File: config.mk
export PLATFORM = sky130hd
export DESIGN_NAME = wpg_top
export DESIGN_NICKNAME = d
export VERILOG_FILES = /design/src/rtl/wpg_pkg.sv /design/src/rtl/wpg_decode.sv /design/src/rtl/wpg_txn.sv /design/src/rtl/wpg_flags.sv /design/src/rtl/wpg_gate.sv /design/src/rtl/wpg_top.sv
export SDC_FILE = /design/constraint.sdc
export NUM_CORES = 1
export LEC_CHECK = 0
export BUFFER_PORTS_ARGS = -buffer_cell sky130_fd_sc_hd__buf_2
export CAP_MARGIN = 20
export CORE_MARGIN = 2
export CORE_UTILIZATION = 42
export CTS_CLUSTER_DIAMETER = 50
export DETAILED_ROUTE_END_ITERATION = 6
export GPL_ROUTABILITY_DRIVEN = 0
export GPL_TIMING_DRIVEN = 0
export PLACE_DENSITY = 0.78
export SYNTH_ARGS = -nofsm -noshare
export SYNTH_HDL_FRONTEND = slang
export SYNTH_SLANG_ARGS = --single-unit
File: constraint.sdc
create_clock -name clk -period 0.8 [get_ports clk]
set_input_delay 0.04 -clock clk [delete_from_list [all_inputs] [get_ports clk]]
set_output_delay 0.04 -clock clk [all_outputs]
set_load 0.01 [all_outputs]
File: src/rtl/wpg_pkg.sv
package wpg_pkg;
  localparam int BYTE_W  = 8;
  localparam int CS_W    = 3;
  localparam int CMD_LEN = 3;                       // control, address, data
  localparam int CNT_W   = $clog2(CMD_LEN + 1);

  localparam logic [3:0]      CODE_ARRAY = 4'b1010;
  localparam logic [3:0]      CODE_PROT  = 4'b0110;
  localparam logic [CS_W-1:0] SEL_SET    = 3'b001;
  localparam logic [CS_W-1:0] SEL_CLR    = 3'b011;
  localparam logic [1:0]      PIN_SET    = 2'b00;   // required {A2,A1}
  localparam logic [1:0]      PIN_CLR    = 2'b01;

  typedef enum logic [2:0] {
    CMD_NONE,
    CMD_ARR,
    CMD_SET,
    CMD_CLR,
    CMD_PERM
  } cmd_e;

  typedef struct packed {
    cmd_e cmd;
    logic ok;
  } dec_t;
endpackage

File: src/rtl/wpg_decode.sv
module wpg_decode
  import wpg_pkg::*;
(
  input  logic [BYTE_W-1:1] ctl,
  input  logic [CS_W-1:0]   cs_pins,
  input  logic              hv_det,
  input  logic              swp,
  input  logic              pswp,
  output dec_t              dec
);
  logic [3:0]      code;
  logic [CS_W-1:0] sel;

  assign code = ctl[BYTE_W-1:4];
  assign sel  = ctl[3:1];

  always_comb begin
    dec.cmd = CMD_NONE;
    dec.ok  = 1'b0;
    if (code == CODE_ARRAY) begin
      if (sel == cs_pins) begin
        dec.cmd = CMD_ARR;
        dec.ok  = 1'b1;
      end
    end else if (code == CODE_PROT && !pswp) begin
      if (hv_det) begin
        if (sel == SEL_SET && cs_pins[2:1] == PIN_SET) begin
          dec.cmd = CMD_SET;
          dec.ok  = !swp;
        end else if (sel == SEL_CLR && cs_pins[2:1] == PIN_CLR) begin
          dec.cmd = CMD_CLR;
          dec.ok  = 1'b1;
        end
      end else if (sel == cs_pins) begin
        dec.cmd = CMD_PERM;
        dec.ok  = 1'b1;
      end
    end
  end
endmodule

File: src/rtl/wpg_txn.sv
module wpg_txn
  import wpg_pkg::*;
(
  input  logic              clk,
  input  logic              rst_n,
  input  logic              bus_start,
  input  logic              bus_stop,
  input  logic              byte_valid,
  input  logic              rw_bit,
  input  dec_t              dec,
  output logic              first_byte,
  output logic              ack_valid,
  output logic              ack_ok,
  output logic              commit,
  output cmd_e              commit_cmd
);
  logic             act_q, act_d;
  logic             dead_q, dead_d;
  logic             rd_q, rd_d;
  cmd_e             cmd_q, cmd_d;
  logic [CNT_W-1:0] cnt_q, cnt_d;
  logic             byte_ok;
  logic             is_prot;

  assign first_byte = act_q && (cnt_q == '0);
  assign is_prot    = (cmd_q == CMD_SET) || (cmd_q == CMD_CLR) || (cmd_q == CMD_PERM);

  always_comb begin
    if (first_byte) byte_ok = dec.ok;
    else            byte_ok = act_q && !dead_q && !rd_q && (cmd_q != CMD_NONE);
  end

  assign commit = bus_stop && act_q && !dead_q && !rd_q && is_prot &&
                  (cnt_q == CNT_W'(CMD_LEN));
  assign commit_cmd = cmd_q;

  always_comb begin
    act_d  = act_q;
    dead_d = dead_q;
    rd_d   = rd_q;
    cmd_d  = cmd_q;
    cnt_d  = cnt_q;
    if (bus_start) begin
      act_d  = 1'b1;
      dead_d = 1'b0;
      rd_d   = 1'b0;
      cmd_d  = CMD_NONE;
      cnt_d  = '0;
    end else if (bus_stop) begin
      act_d = 1'b0;
    end else if (byte_valid && act_q) begin
      if (first_byte) begin
        cmd_d  = dec.cmd;
        rd_d   = rw_bit;
        dead_d = !dec.ok;
      end else if (!byte_ok) begin
        dead_d = 1'b1;
      end
      if (cnt_q != CNT_W'(CMD_LEN)) cnt_d = cnt_q + 1'b1;
    end
  end

  always_ff @(posedge clk or negedge rst_n) begin
    if (!rst_n) begin
      act_q     <= 1'b0;
      dead_q    <= 1'b0;
      rd_q      <= 1'b0;
      cmd_q     <= CMD_NONE;
      cnt_q     <= '0;
      ack_valid <= 1'b0;
      ack_ok    <= 1'b0;
    end else begin
      act_q     <= act_d;
      dead_q    <= dead_d;
      rd_q      <= rd_d;
      cmd_q     <= cmd_d;
      cnt_q     <= cnt_d;
      ack_valid <= byte_valid;
      ack_ok    <= byte_valid && !bus_start && byte_ok;
    end
  end
endmodule

File: src/rtl/wpg_flags.sv
module wpg_flags
  import wpg_pkg::*;
#(
  parameter bit SWP_INIT  = 1'b0,
  parameter bit PSWP_INIT = 1'b0
) (
  input  logic clk,
  input  logic rst_n,
  input  logic commit,
  input  cmd_e commit_cmd,
  output logic swp_q,
  output logic pswp_q
);
  logic swp_d, pswp_d;

  always_comb begin
    swp_d  = swp_q;
    pswp_d = pswp_q;
    case (commit_cmd)
      CMD_SET:  swp_d  = 1'b1;
      CMD_CLR:  swp_d  = 1'b0;
      CMD_PERM: pswp_d = 1'b1;
      default:  ;
    endcase
  end

  always_ff @(posedge clk or negedge rst_n) begin
    if (!rst_n) begin
      swp_q  <= SWP_INIT;
      pswp_q <= PSWP_INIT;
    end else if (commit) begin
      swp_q  <= swp_d;
      pswp_q <= pswp_d;
    end
  end
endmodule

File: src/rtl/wpg_gate.sv
module wpg_gate #(
  parameter int ADDR_W = 8
) (
  input  logic              clk,
  input  logic              rst_n,
  input  logic [ADDR_W-1:0] chk_addr,
  input  logic              wp_pin,
  input  logic              swp,
  input  logic              pswp,
  output logic              wr_en
);
  localparam logic [ADDR_W:0] LOW_TOP = (ADDR_W+1)'(1) << (ADDR_W - 1);

  logic in_low, wr_en_d;

  assign in_low  = {1'b0, chk_addr} < LOW_TOP;
  assign wr_en_d = !wp_pin && !(in_low && (swp || pswp));

  always_ff @(posedge clk or negedge rst_n) begin
    if (!rst_n) wr_en <= 1'b0;
    else        wr_en <= wr_en_d;
  end
endmodule

File: src/rtl/wpg_top.sv
module wpg_top
  import wpg_pkg::*;
#(
  parameter int ADDR_W    = 8,
  parameter bit SWP_INIT  = 1'b0,
  parameter bit PSWP_INIT = 1'b0
) (
  input  logic              clk,
  input  logic              rst_n,
  input  logic              bus_start,
  input  logic              bus_stop,
  input  logic              byte_valid,
  input  logic [BYTE_W-1:0] byte_data,
  input  logic [CS_W-1:0]   cs_pins,
  input  logic              hv_det,
  input  logic              wp_pin,
  input  logic [ADDR_W-1:0] chk_addr,
  output logic              ack_valid,
  output logic              ack_ok,
  output logic              wr_en
);
  logic [1:0] rst_sync;
  logic       rst_q;
  dec_t       dec;
  logic       swp_q, pswp_q;
  logic       commit, first_byte;
  cmd_e       commit_cmd;

  // asynchronous assertion, release aligned to the clock
  always_ff @(posedge clk or negedge rst_n) begin
    if (!rst_n) rst_sync <= 2'b00;
    else        rst_sync <= {rst_sync[0], 1'b1};
  end
  assign rst_q = rst_sync[1];

  wpg_decode u_dec (
    .ctl     (byte_data[BYTE_W-1:1]),
    .cs_pins (cs_pins),
    .hv_det  (hv_det),
    .swp     (swp_q),
    .pswp    (pswp_q),
    .dec     (dec)
  );

  wpg_txn u_txn (
    .clk        (clk),
    .rst_n      (rst_q),
    .bus_start  (bus_start),
    .bus_stop   (bus_stop),
    .byte_valid (byte_valid),
    .rw_bit     (byte_data[0]),
    .dec        (dec),
    .first_byte (first_byte),
    .ack_valid  (ack_valid),
    .ack_ok     (ack_ok),
    .commit     (commit),
    .commit_cmd (commit_cmd)
  );

  wpg_flags #(.SWP_INIT(SWP_INIT), .PSWP_INIT(PSWP_INIT)) u_flags (
    .clk        (clk),
    .rst_n      (rst_q),
    .commit     (commit),
    .commit_cmd (commit_cmd),
    .swp_q      (swp_q),
    .pswp_q     (pswp_q)
  );

  wpg_gate #(.ADDR_W(ADDR_W)) u_gate (
    .clk      (clk),
    .rst_n    (rst_q),
    .chk_addr (chk_addr),
    .wp_pin   (wp_pin),
    .swp      (swp_q),
    .pswp     (pswp_q),
    .wr_en    (wr_en)
  );
endmodule

==> metrics.txt, run 1 <==
status complete, but fails checks; violated checks setup timing; share of layout cells above drive strength 1 0.476; clk root buf clkbuf_4; crit-path max FO 5; DPL Wire Length between 1000 and 1500 µm; Register Area approximately 380 µm²; CTS tree built; Syn Area/Cell 9.84 µm²; total global-route track usage 0.189; post-synthesis xor/xnor area fraction 0.0445; DP Area 956 µm²; Top FF cell, synth dfrtp_1; global-route wire length before repair 2960 µm; Yosys cell types 28; Setup WS post-layout -635 ps; Layout Nets 155; Mapped Cells 80; Die Span X approximately 47 µm; drt via density 5.25; R2R Setup Slk -630 ps; commonest non-fill, non-tap cells in the layout 20 x buf_2, 15 x dfrtp_1, 10 x buf_4; RSZ-0062 raised after global routing true; Cell Pwr Density 1260 nW/µm²; Antenna Nets Post-Route 0; Peak supply drop between 1 and 1.5 mV; simple-gate share of the synthesized area 0.283; Worst Path Required just over 1000 ps; Finish-stage setup viols 14; PnR Total Power 1.61 mW; insertion delay to the later sink of the worst-skew pair around 300 ps; Hold Fails Final Rpt 0; area occupied by multi-input gates 510 µm²; Clock transition at path regs about 100 ps; DIE AREA 2240 µm²; area fraction in compound gates after synthesis 0.113; R2R cell count 5; H-tree depth 1; starting density of the core 0.451; diode count 0; clk_skew 9.76 ps; initial antenna violation count 0; # rows 15; synthesis-stage register bit count 15; slowest CP cell or4_1; Syn Nets 108; Max stage delay on crit path about 500 ps; vias in the first global route around 770; Adder-Cell Fraction of Synth Area 0.0318; number of synthesized flops with an enable pin 0; kind of critical path reg2reg; DRC Markers 0; Tcrit/Tclk final 1.79; critical path data arrival time 1660 ps; Area Growth Syn to Fin 62.2%; Synth Warn # 0; worst-path cell chain inv_2 > ha_4 > nand2_2 > or4_1 > a21oi_2; area of the mapped netlist 787 µm²; Leakage roughly 0.6 nW; max-slew violations 0; largest net degree at the start of global routing 14; overflow left after global routing 0; post-synthesis mux area share 0.0127; sequential share of the synthesized area 0.477; TritonCTS buffer count 3; crit end category register; DR WL/cell 13.4 µm; pre-CTS setup slack -609 ps; min Tclk post-route 1430 ps; max-cap violations 0; WHS 4.63 ps; Hold Path Class in2reg; DR pass1 iterations 4; DIE HEIGHT 47.3 µm; core area 1750 µm²; most common cell after layout, fill and taps aside buf_2; io pins 29; Worst-Margin Slew 567 ps; Starting DRT DRC Count 4; largest family of logic cells by synthesized area simple AND/OR/NAND/NOR gates; IO Port Bufs 20; Max Fclk approximately 700 MHz; Final Util 0.731; design area 1280 µm²; Rel. slew slack 0.618; Post-Route WL 2030 µm; total clock sinks 15; Startpoint Class register; WHS Path Cells 2; vias post-DR 793; Fillers between 100 and 150; Longest Clk Path Bufs 2; share of flip-flops with an asynchronous set or reset 1.00
## metal layers
| metal | wire [µm] | part of all wire | vias to the layer above | global-route usage |
|---|---|---|---|---|
| met5 | 0 | 0 | - | 0 |
| met4 | 34 | 0.017 | 0 | 0.0833 |
| met3 | 106 | 0.052 | 6 | 0.0269 |
| met2 | 1070 | 0.53 | 28 | 0.368 |
| met1 | 813 | 0.40 | 384 | 0.196 |
| li1 | - | - | 375 | - |
## flip-flops by register name, indices dropped and copies added (netlist names)
name and cells:
u_txn.cnt_q 2, u_txn.ack_ok 1, u_txn.act_q 1, u_flags.swp_q 1, u_txn.commit_cmd 3, rst_sync 2
u_txn.rd_q 1, u_txn.dead_q 1, u_txn.ack_valid 1, u_gate.wr_en 1, u_flags.pswp_q 1
## report_power, final
part	total, mW	internal, mW	switching (mW)
registers	0.822	0.785	0.0368
logic	0.324	0.178	0.147
clock network	0.462	0.191	0.271
## layout make-up
| type | instances | area share |
|---|---|---|
| Multi-Input combinational cell | 58 | 0.400 |
| Sequential cell | 15 | 0.294 |
| Timing Repair Buffer | 42 | 0.237 |
| Tap cell | 25 | 0.0245 |
| Clock buffer | 3 | 0.0176 |
| Inverter | 6 | 0.0176 |
| Clock inverter | 1 | 0.00588 |
| Buffer | 1 | 0.00294 |
## final timing paths
check,from,to
max,u_txn.cnt_q[0],u_txn.commit_cmd[1]
min reg2reg,rst_sync[1],u_txn.ack_valid
max reg2reg,u_txn.cnt_q[0],u_txn.commit_cmd[1]
max in group asynchronous,rst_sync[1],u_txn.cnt_q[0]
min,byte_valid,u_txn.ack_ok
min in group asynchronous,rst_n,rst_sync[0]
## synth_stat cells (all sizes together), types with 2 or more instances
cell,number,area (µm²)
o211a,2,20.0
nand2,8,30.0
nand3b,2,15.0
a21oi,5,25.0
nor4,3,18.8
nor2,7,26.3
and2,3,20.0
nor3,4,20.0
nand3,3,15.0
ha,2,25.0
inv,6,22.5
xor2,3,26.3
nor4b,2,32.5
o21ai,3,15.0
dfrtp,15,375
nand4bb,2,22.5
## critical path: cells and delay by family (launching register included)
kind	cells	cell delay (ps)
buffers and inverters	1	80
adder cells (fa/ha/maj)	1	150
AND/OR/NAND/NOR	2	580
flip-flops	1	410
AO/OA/AOI/OAI	1	140
## repair_timing
action | in CTS | in global routing
gates cloned | 0 | 0
endpoints found under the setup margin | 13 | 15
setup buffers | 12 | 5
gates resized for setup | 14 | 12
hold buffers | 6 | 0
endpoints found under the hold margin | 6 | 0
pin swaps | 12 | 9
## cells by family (layout without fill, tap and decap cells)
| logic type | count (synthesis) | count (layout) |
|---|---|---|
| XOR/XNOR | 4 | 4 |
| AND/OR/NAND/NOR | 37 | 37 |
| multiplexers | 1 | 1 |
| AO/OA/AOI/OAI | 13 | 13 |
| adder cells (fa/ha/maj) | 2 | 2 |
| other | 1 | 1 |
| buffers and inverters | 7 | 53 |
| flip-flops | 15 | 15 |
## metrics by stage
stage / TNS [ps] / instances
2_1_floorplan: -3290 / 80
3_3_place_gp: -4080 / 125
3_5_place_dp: -4300 / 125
4_1_cts: -4610 / 147
5_1_grt: -5970 / 151
6_report: -5290 / 151
Note: power is estimated with default switching activity, not from simulation.
==> run 2: changes to the inputs <==
--- a/config.mk
+++ b/config.mk
@@ -14,6 +14,7 @@
 export GPL_ROUTABILITY_DRIVEN = 0
 export GPL_TIMING_DRIVEN = 0
 export PLACE_DENSITY = 0.78
+export REMOVE_ABC_BUFFERS = 1
 export SYNTH_ARGS = -nofsm -noshare
 export SYNTH_HDL_FRONTEND = slang
 export SYNTH_SLANG_ARGS = --single-unit
==> metrics.txt, run 2 (synthesis results as in run 1) <==
total clock sinks 15 (unchanged); H-tree depth 1 (unchanged); Clock transition at path regs 90 ps (was 100 ps); Hold Fails Final Rpt 0 (unchanged); Starting DRT DRC Count 15 (was 4); clk_skew 10.4 ps (was 9.76 ps); Longest Clk Path Bufs 2 (unchanged); DIE HEIGHT 47.3 µm (unchanged); R2R cell count 4 (was 5); most common cell after layout, fill and taps aside buf_2 (unchanged); Worst-Margin Slew 627 ps (was 567 ps); Peak supply drop 1.21 mV (was 1.18 mV); max reg flops 3 (unchanged); Cell Pwr Density 1290 nW/µm² (was 1260 nW/µm²); Finish-stage setup viols 15 (was 14); DPL Wire Length 1220 µm (was 1270 µm); WHS Path Cells 2 (unchanged); io pins 29 (unchanged); # rows 15 (unchanged); clk root buf clkbuf_4 (unchanged); Internal 1.16 mW (was 1.15 mW); Layout Nets 150 (was 155); DIE AREA 2240 µm² (unchanged); Die Span X 47.3 µm (unchanged); IO Port Bufs 21 (was 20); critical path data arrival time 1670 ps (was 1660 ps); global-route wire length before repair 2860 µm (was 2960 µm); total global-route track usage 0.189 (unchanged); crit end category register (unchanged); Sequential Power Share 0.517 (was 0.511); Fillers 125 (was 129); Leakage 0.580 nW (was 0.607 nW); max-cap violations 0 (unchanged); core area 1750 µm² (unchanged); drt via density 5.48 (was 5.25); largest net degree at the start of global routing 14 (unchanged); violated checks setup timing (unchanged); Antenna Nets Post-Route 0 (unchanged); RSZ-0062 raised after global routing true (unchanged); share of layout cells above drive strength 1 0.479 (was 0.476); Post-Route WL 2230 µm (was 2030 µm); area occupied by multi-input gates 497 µm² (was 510 µm²); vias post-DR 800 (was 793); WHS 13.7 ps (was 4.63 ps); Max Fclk 686 MHz (was 697 MHz); Clock power frac 0.272 (was 0.287); overflow left after global routing 0 (unchanged); initial antenna violation count 0 (unchanged); crit-path max FO 5 (unchanged); pre-CTS setup slack -677 ps (was -609 ps); max-slew violations 0 (unchanged); Hold Path Class in2reg (unchanged); min Tclk post-route 1460 ps (was 1430 ps); Net Switching 0.429 mW (was 0.454 mW); Register Area 375 µm² (unchanged); switch share 0.270 (was 0.283); Rel. slew slack 0.578 (was 0.618); status complete, but fails checks (unchanged); Worst Path Required 1010 ps (was 1020 ps); DR WL/cell 15.2 µm (was 13.4 µm); CTS tree built (unchanged); insertion delay to the later sink of the worst-skew pair 280 ps (was 300 ps); share of total power in combinational logic 0.211 (was 0.202); Setup TNS -5180 ps (was -5290 ps); starting density of the core 0.451 (unchanged); kind of critical path reg2reg (unchanged); Startpoint Class register (unchanged); Setup WS post-layout -657 ps (was -635 ps); DR pass1 iterations 4 (unchanged); TritonCTS buffer count 3 (unchanged); DRC Markers 0 (unchanged); Area Growth Syn to Fin 55.8% (was 62.2%); diode count 0 (unchanged); commonest non-fill, non-tap cells in the layout 21 x buf_2, 15 x dfrtp_1, 7 x buf_6, 6 x nand2_1, 6 x dlygate4sd3_1 (was 20 x buf_2, 15 x dfrtp_1, 10 x buf_4); Tcrit/Tclk final 1.82 (was 1.79); vias in the first global route 710 (was 767)
## run 2: cell count changes in the layout (fill, tap and decap cells not counted), sizes merged
cell and delta:
buf -4, clkinvlp -1
## run 2: per-layer routing
metal	global-route usage	routed length, µm	vias up
met1	0.206	872	392
met3	0.0385	137	8
met5	0	0	-
met2	0.335	1160	34
met4	0.111	52	0
li1	-	-	366
## run 2: what timing repair did
item                                    CTS  global route
endpoints found under the setup margin   13            15
hold endpoints to repair                  6             0
pin swaps                                11            12
resized for setup                        21            16
setup buffers                             6             5
hold buffers                              6             0
## run 2: critical path, stage by stage (launching register included)
cell,delay (ps)
dfrtp_1,380
and3b_1,280
nand2_4,90
or4_4,500
a21oi_2,130
## run 2: worst paths after layout
check | startpoint | end | slack [ps]
max | u_txn.act_q | u_txn.commit_cmd[1] | -660
min | byte_valid | u_txn.ack_ok | 10
max reg2reg | u_txn.act_q | u_txn.commit_cmd[1] | -660
min reg2reg | rst_sync[1] | u_txn.cnt_q[0] | 220
max in group asynchronous | rst_sync[1] | u_txn.commit_cmd[0] | 210
min in group asynchronous | rst_n | rst_sync[1] | 70
## run 2: through the flow
stage	instance area, µm²	util	power [mW]	std cells
4_1_cts	1130	0.649	1.53	141
3_5_place_dp	920	0.527	1.02	125
3_3_place_gp	920	0.527	1.01	125
6_report	1230	0.703	1.59	146
2_1_floorplan	783	-	0.921	79
5_1_grt	1230	0.703	1.65	146
## run 2: power by group through the flow
stage / Sequential, mW / Clock (mW) / Combinational, mW
3_5_place_dp: 0.833 / 0 / 0.183
4_1_cts: 0.816 / 0.440 / 0.273
5_1_grt: 0.825 / 0.471 / 0.359
6_report: 0.820 / 0.431 / 0.334
3_3_place_gp: 0.831 / 0 / 0.178
2_1_floorplan: 0.827 / 0 / 0.0940
## run 2: final cells by class
cell class,instances,share of cell area
flip-flops and latches,15,0.306
clock buffers,4,0.0214
well taps,25,0.0255
inverters,6,0.0184
repair buffers,38,0.223
multi-input cells,58,0.405
